## config.mk

```make
export PLATFORM = sky130hd
export DESIGN_NAME = mc_outer_bank
export DESIGN_NICKNAME = d
export VERILOG_FILES = /design/src/rtl/mc_outer_bank.sv
export SDC_FILE = /design/constraint.sdc
export NUM_CORES = 1
export LEC_CHECK = 0
export CORE_ASPECT_RATIO = 0.7
export CORE_MARGIN = 4
export CORE_UTILIZATION = 43
export CTS_BUF_LIST = sky130_fd_sc_hd__clkbuf_2 sky130_fd_sc_hd__clkbuf_4 sky130_fd_sc_hd__clkbuf_8
export DETAILED_ROUTE_END_ITERATION = 12
export PLACE_DENSITY = 0.83
export SYNTH_ARGS = -nofsm -noshare
export SYNTH_HDL_FRONTEND = slang
export SYNTH_SLANG_ARGS = --single-unit
export TNS_END_PERCENT = 100
```

## constraint.sdc

```tcl
create_clock -name clk -period 1.4 [get_ports clk]
set_input_delay 0.28 -clock clk [delete_from_list [all_inputs] [get_ports clk]]
set_output_delay 0.28 -clock clk [all_outputs]
set_load 0.05 [all_outputs]
```

## src/rtl/mc_outer_bank.sv

```systemverilog
module mc_outer_bank #(
  parameter logic [2:0] WINDOW_HI = 3'b011
) (
  input  logic        clk,
  input  logic        rst_n,
  input  logic [15:13] cpu_a_top,
  input  logic [2:0]  cpu_a_low,
  input  logic [7:0]  cpu_wdata,
  input  logic        cpu_wr,
  input  logic [7:0]  inner_prg,
  input  logic [7:0]  inner_chr,
  input  logic [2:0]  ppu_a,
  input  logic [7:5]  ram_prot,
  output logic [11:0] prg_bank,
  output logic [9:0]  chr_bank,
  output logic        wram_rd_en,
  output logic        wram_wr_en
);
  localparam int PW = 12;
  localparam int CW = 10;
  localparam int IW = 8;

  logic [7:0] cfg0, cfg1, cfg2, cfg3;
  logic       in_win, wr_hit, locked, fixed;
  logic [7:0] cfg2_next;

  assign in_win = (cpu_a_top == WINDOW_HI);
  assign wr_hit = cpu_wr && in_win;
  assign locked = cfg3[7];
  assign fixed  = cfg3[4];

  always_comb begin
    cfg2_next = cfg2[7] ? {cfg2[7:4], cpu_wdata[3:0]} : cpu_wdata;
    cfg2_next[3:1] = cfg2_next[3:1] & ~cfg2[6:4];
  end

  always_ff @(posedge clk or negedge rst_n) begin
    if (!rst_n) begin
      cfg0 <= '0;
      cfg1 <= '0;
      cfg2 <= '0;
      cfg3 <= '0;
    end else if (wr_hit) begin
      case (cpu_a_low)
        3'd0: if (!locked) cfg0 <= cpu_wdata;
        3'd1: if (!locked) cfg1 <= cpu_wdata;
        3'd2: cfg2 <= cfg2_next;
        3'd3: if (!locked) cfg3 <= cpu_wdata;
        default: ;
      endcase
    end
  end

  logic [IW-1:0] prg_in_mask;
  logic [1:0]    prg_fix_mask;
  logic [PW-1:0] prg_off, prg_keep;

  assign prg_in_mask  = {cfg1[5], cfg1[6], ~cfg1[7], ~cfg0[6], {4{~fixed}}};
  assign prg_fix_mask = fixed ? {cfg1[1], 1'b1} : 2'b00;
  assign prg_off      = {cfg0[5:4], cfg1[3:2], cfg1[4], cfg0[2:0], cfg3[3:1], 1'b0};
  assign prg_keep     = {{(PW-IW){1'b0}}, prg_in_mask} | {{(PW-2){1'b0}}, prg_fix_mask};
  assign prg_bank     = {{(PW-IW){1'b0}}, inner_prg & prg_in_mask}
                      | (prg_off & ~prg_keep)
                      | {{(PW-2){1'b0}}, cpu_a_top[14:13] & prg_fix_mask};

  logic [IW-1:0] chr_in_mask;
  logic [2:0]    chr_fix_mask;
  logic [CW-1:0] chr_off, chr_keep;

  assign chr_in_mask  = fixed ? '0 : {~cfg0[7], 7'h7F};
  assign chr_fix_mask = {3{fixed}};
  assign chr_off      = {cfg0[6:4], cfg2[3:0], 3'b000};
  assign chr_keep     = {{(CW-IW){1'b0}}, chr_in_mask} | {{(CW-3){1'b0}}, chr_fix_mask};
  assign chr_bank     = {{(CW-IW){1'b0}}, inner_chr & chr_in_mask}
                      | (chr_off & ~chr_keep)
                      | {{(CW-3){1'b0}}, ppu_a & chr_fix_mask};

  assign wram_rd_en = in_win && (ram_prot[7] || ram_prot[5]);
  assign wram_wr_en = in_win && ((ram_prot[7] && !ram_prot[6]) || ram_prot[5]);
endmodule

```

* After elaboration in Yosys (flattened, before gate mapping)
Cells that the tools add are included.
Word-level totals: output and inout port bits 24, logic and storage cells 50, input bits 39, register bits after elaboration 32
Operators by class: reduce and logical (&&, ||, !) cells 14, bitwise operators 22, eq/ne operators 4, muxes and demuxes 4
Operator list (number):
- $mux W8 | 3
- $and A8 B8 Y8 | 2
- $and A12 B12 Y12 | 1
- $not A8 Y12 | 1
- $or A12 B2 Y12 | 1
- $or A8 B12 Y12 | 1
- $reduce_and A3 Y1 | 4
- $and A10 B10 Y10 | 1
- $not A8 Y10 | 1
- $or A10 B3 Y10 | 1
- $or A8 B10 Y10 | 1
- $eq A3 B2 Y1 const B | 3
- $or A8 B2 Y8 | 1
- $or A8 B3 Y8 | 1
- $and A3 B3 Y3 | 2
- $not A1 Y1 | 6
- $logic_and A1 B1 Y1 | 4
- $reduce_and A2 Y1 | 2
- $eq A3 B1 Y1 const B | 1
- $logic_not A3 Y1 | 1
- $not A3 Y3 | 1
- $and A2 B2 Y2 | 1
- $logic_or A1 B1 Y1 | 2
- $mux W2 | 1
- $logic_not A1 Y1 | 1

* Depth between registers and ports, before layout
word-level depth 7, mapped depth 4

* Least setup slack after synthesis
OpenSTA, ideal clock, no wires.
path type input to output, start input port ram_prot[5] (netlist bit), end output port wram_wr_en, buffers on the path 0, arrival time 1.476 ns, slack -0.356 ns, cell stages on the path 2, required time 1.120 ns, cell sequence o211ai_1 > nor3_1
On the way: cells in the longest elaborated chain, start to end 2
Ends and longest elaborated chain:
- start: declaration | line 13 | input logic [7:5] ram_prot,
- $logic_or A1 B1 Y1 | line 79 | assign wram_wr_en = in_win && ((ram_prot[7] && !ram_prot[6]) || ram_prot[5]);
- $logic_and A1 B1 Y1 | line 79
- end: declaration | line 17 | output logic wram_wr_en
No other way between the ends.

* Worst setup path in the final report
start register cfg3[4], end output port chr_bank[1]
On the way: cells in the longest elaborated chain, start to end 6
Ends and longest elaborated chain:
- start: declaration | line 23 | logic [7:0] cfg0, cfg1, cfg2, cfg3;
- start signal: assignment | line 48 | 3'd3: if (!locked) cfg3 <= cpu_wdata;
- $mux W8 | line 70 | assign chr_in_mask = fixed ? '0 : {~cfg0[7], 7'h7F};
- $or A8 B3 Y8 | line 73 | assign chr_keep = {{(CW-IW){1'b0}}, chr_in_mask} | {{(CW-3){1'b0}}, chr_fix_mask};
- $not A8 Y10 | line 75 | | (chr_off & ~chr_keep)
- $and A10 B10 Y10 | line 75
- $or A8 B10 Y10 | line 75
- $or A10 B3 Y10 * | line 76 | | {{(CW-3){1'b0}}, ppu_a & chr_fix_mask};
- end: declaration | line 15 | output logic [9:0] chr_bank,
Every way passes the cells marked *; elsewhere a longest branch is shown, timed or not.

==> out/metrics.csv <==
metric,value,unit
Syn. warnings,0,
critical path launch point type,flip-flop,
Die ar.,4280,sq um
violated checks,setup timing,
vias,1057,
Post-synth top cells,"35 x mux2_2, 27 x dfrtp_1, 6 x buf_4, 4 x mux2_4, 4 x nor2b_1",
slew of the pin with the lowest slew margin,0.341,ns
fin crit share,117,%
ys async rst share,100,%
largest family of logic cells by synthesized area,multiplexers,
ANT cells,0,
fmax,609,MHz
Antenna Violating Nets Remaining,0,
Finished Layout Cells,209,
number of remaining DRC errors,0,
via/cell ratio,5.06,
Overflow after GRT,0,
"area leader, netlist",dfrtp_1,
Compound-Gate Fraction of Synth Area,2.48,%
XOR/XNOR Fraction of Synth Area,0,%
worst skew pair latency,0.27,ns
final hold violations,0,
main area contributors after synthesis,"dfrtp_1 48%, mux2_2 28%, mux2_4 4.3%, nand4b_4 3.4%, buf_4 3.2%",
syn nets,136,
fin nets,211,
CTS Sinks,27,
Core ar.,3150,sq um
fin. max-slew vios,0,
Power per Cell Area,1060,nW/um^2
Leak Pwr,1.20,nW
post-synthesis cell type count,20,
share of cells above drive strength 1,60.2,%
# fillers,193,
sequential share of the synthesized area,47.9,%
post-synth top area share,47.9,%
RSZ-0062 raised after global routing,yes,
post-route worst setup slack,-0.242,ns
"Cell Area, Placed",2240,sq um
clk buf depth,2,
largest net degree at the start of global routing,28,
simple-gate area share of the yosys netlist,11.6,%
outcome,"complete, but fails checks",
CP Max Fanout,6,
Crit-path slowest cell,dfrtp_2,
I/O pin total,63,
Final min period,1.64,ns
gr usage total,17.6,%
Mapped Cells,97,
CTS H-tree depth,1,
height of the die,55.9,um
Inst Count DP,199,
starting density of the core,44.8,%
mux contribution to synthesized area,33.7,%
clock slew at reported path FFs,0.09,ns
Most used DFF post-synth,dfrtp_1,
Final Cell Area,2470,sq um
number of flops mapped to enable cells by yosys,0,
Die Width,76.5,um
final wirelength,3680,um
max_cap viols,0,
Post-CTS Hold Buffers,0,
crit path kind,flip-flop to output port,
# rows,17,
P&R area growth vs syn,75.0,%
first-pass GRT wire length,6000,um
crit-path leading delay family,flip-flops,
most common cell in the netlist,mux2_2,
post-DP HPWL,2800,um
router iterations before antenna repair,4,
synthesized area,1410,sq um
CP required,1.12,ns
Max transition margin,77.3,%
adder-cell area share of the yosys netlist,0,%
number of port buffers,62,
hold crit path type,input pin to async pin,
CP Cell Sequence,buf_6 -> mux2_4 -> buf_8,
syn_area_per_cell,14.6,sq um
# setup viols final,16,
initial antenna violation count,0,
"Arr. time, crit path",1.36,ns
peak supply drop,799,uV
Yosys reg bits,27,
final hold slack,0.371,ns
DR WL/cell,17.6,um
CTS buffer count,3,
Worst setup EP type,output port,
max incr delay on CP,0.47,ns
placer congestion estimate,0.753,
crit path buf inv count,2,
Clock Skew,0.00389,ns
clock root buffer master,clkbuf_8,
Iteration-0 DRC Markers,8,
number of global-route vias before repair,1194,
TritonCTS clock tree,built,
[cells in the final DEF, fill, tap and decap left out]
cell type	instances
nor2_4	1
nor2b_4	1
mux2i_1	1
mux2_4	16
clkdlybuf4s50_1	30
and4b_1	1
a41o_2	2
buf_4	9
nor2b_1	3
o211ai_1	1
buf_2	3
dlygate4sd2_1	5
nor3_4	1
nand4b_4	2
clkbuf_8	3
dfrtp_1	26
buf_6	9
dfrtp_2	1
mux2_1	1
nand3_4	2
nor2_2	4
mux2_2	23
clkbuf_4	1
buf_12	15
and2b_2	1
nand3_2	1
buf_8	7
a21oi_4	1
[per-stage QoR]
stage	util, %	total power, W	TNS [ns]	setup WS [ns]
floorplan	-	0.00155	0	0.0194
global placement	71.1	0.00201	-8.95	-0.347
detailed placement	71.1	0.00204	-9.58	-0.369
CTS	76.4	0.00259	-2.88	-0.245
global route	78.5	0.00274	-3.37	-0.281
finish	78.5	0.00263	-2.80	-0.242
[flip-flops by register name, indices dropped and copies added, names as in the netlist]
name	count
cfg1	7
cfg2	8
cfg0	7
cfg3	5
[worst paths after layout]
check	start	endpoint	slack, ns	depth (start not counted)
worst max-delay path	cfg3[4]	chr_bank[1]	-0.24	3
worst min-delay path	rst_n	cfg1[6]	0.37	2
worst max register to register	cfg3[7]	cfg0[7]	0.14	3
worst min register to register	cfg2[5]	cfg2[5]	0.51	1
max in group asynchronous	rst_n	cfg3[4]	0.76	2
min in group clk	cfg2[5]	cfg2[5]	0.51	1
[power breakdown]
group	switching, W	internal (W)
Combinational	0.000559	0.000645
Clock	0.000234	0.000223
Sequential	0.0000836	0.000884
[layer usage]
metal  routed length (um)  GRT usage, %  vias up
met2                 1840          30.7       40
met3                  229          5.50        4
li1                     -             -      497
met4                   27          3.88        0
met5                    0             0        -
met1                 1580          21.5      516
[timing repair]
item                                    in CTS  in global routing
buffers inserted                             3                  3
resized for setup                           47                 14
pin swaps                                    5                  4
endpoints found under the setup margin      43                 19
[kinds of logic (layout without fill, tap and decap cells)]
kind of cell / Yosys count / in the layout
flip-flops: 27 / 27
buffers and inverters: 8 / 82
AO/OA/AOI/OAI: 4 / 4
AND/OR/NAND/NOR: 17 / 17
multiplexers: 41 / 41
[final cells by class]
| type | instances | area, sq um | share of cell area [%] |
|---|---|---|---|
| tap | 38 | 47.5 | 1.93 |
| sequential | 27 | 677 | 27.4 |
| timing repair buffer | 78 | 933 | 37.8 |
| multi-input combinational | 62 | 763 | 30.9 |
| clock buffer | 4 | 48.8 | 1.98 |
[worst reg2reg max path: stages, from the launching register on]
cell and delay, ns:
dfrtp_1 0.41, nor2_2 0.24, nand3_4 0.16, mux2_1 0.34
Note: power is estimated with default switching activity, not from simulation.
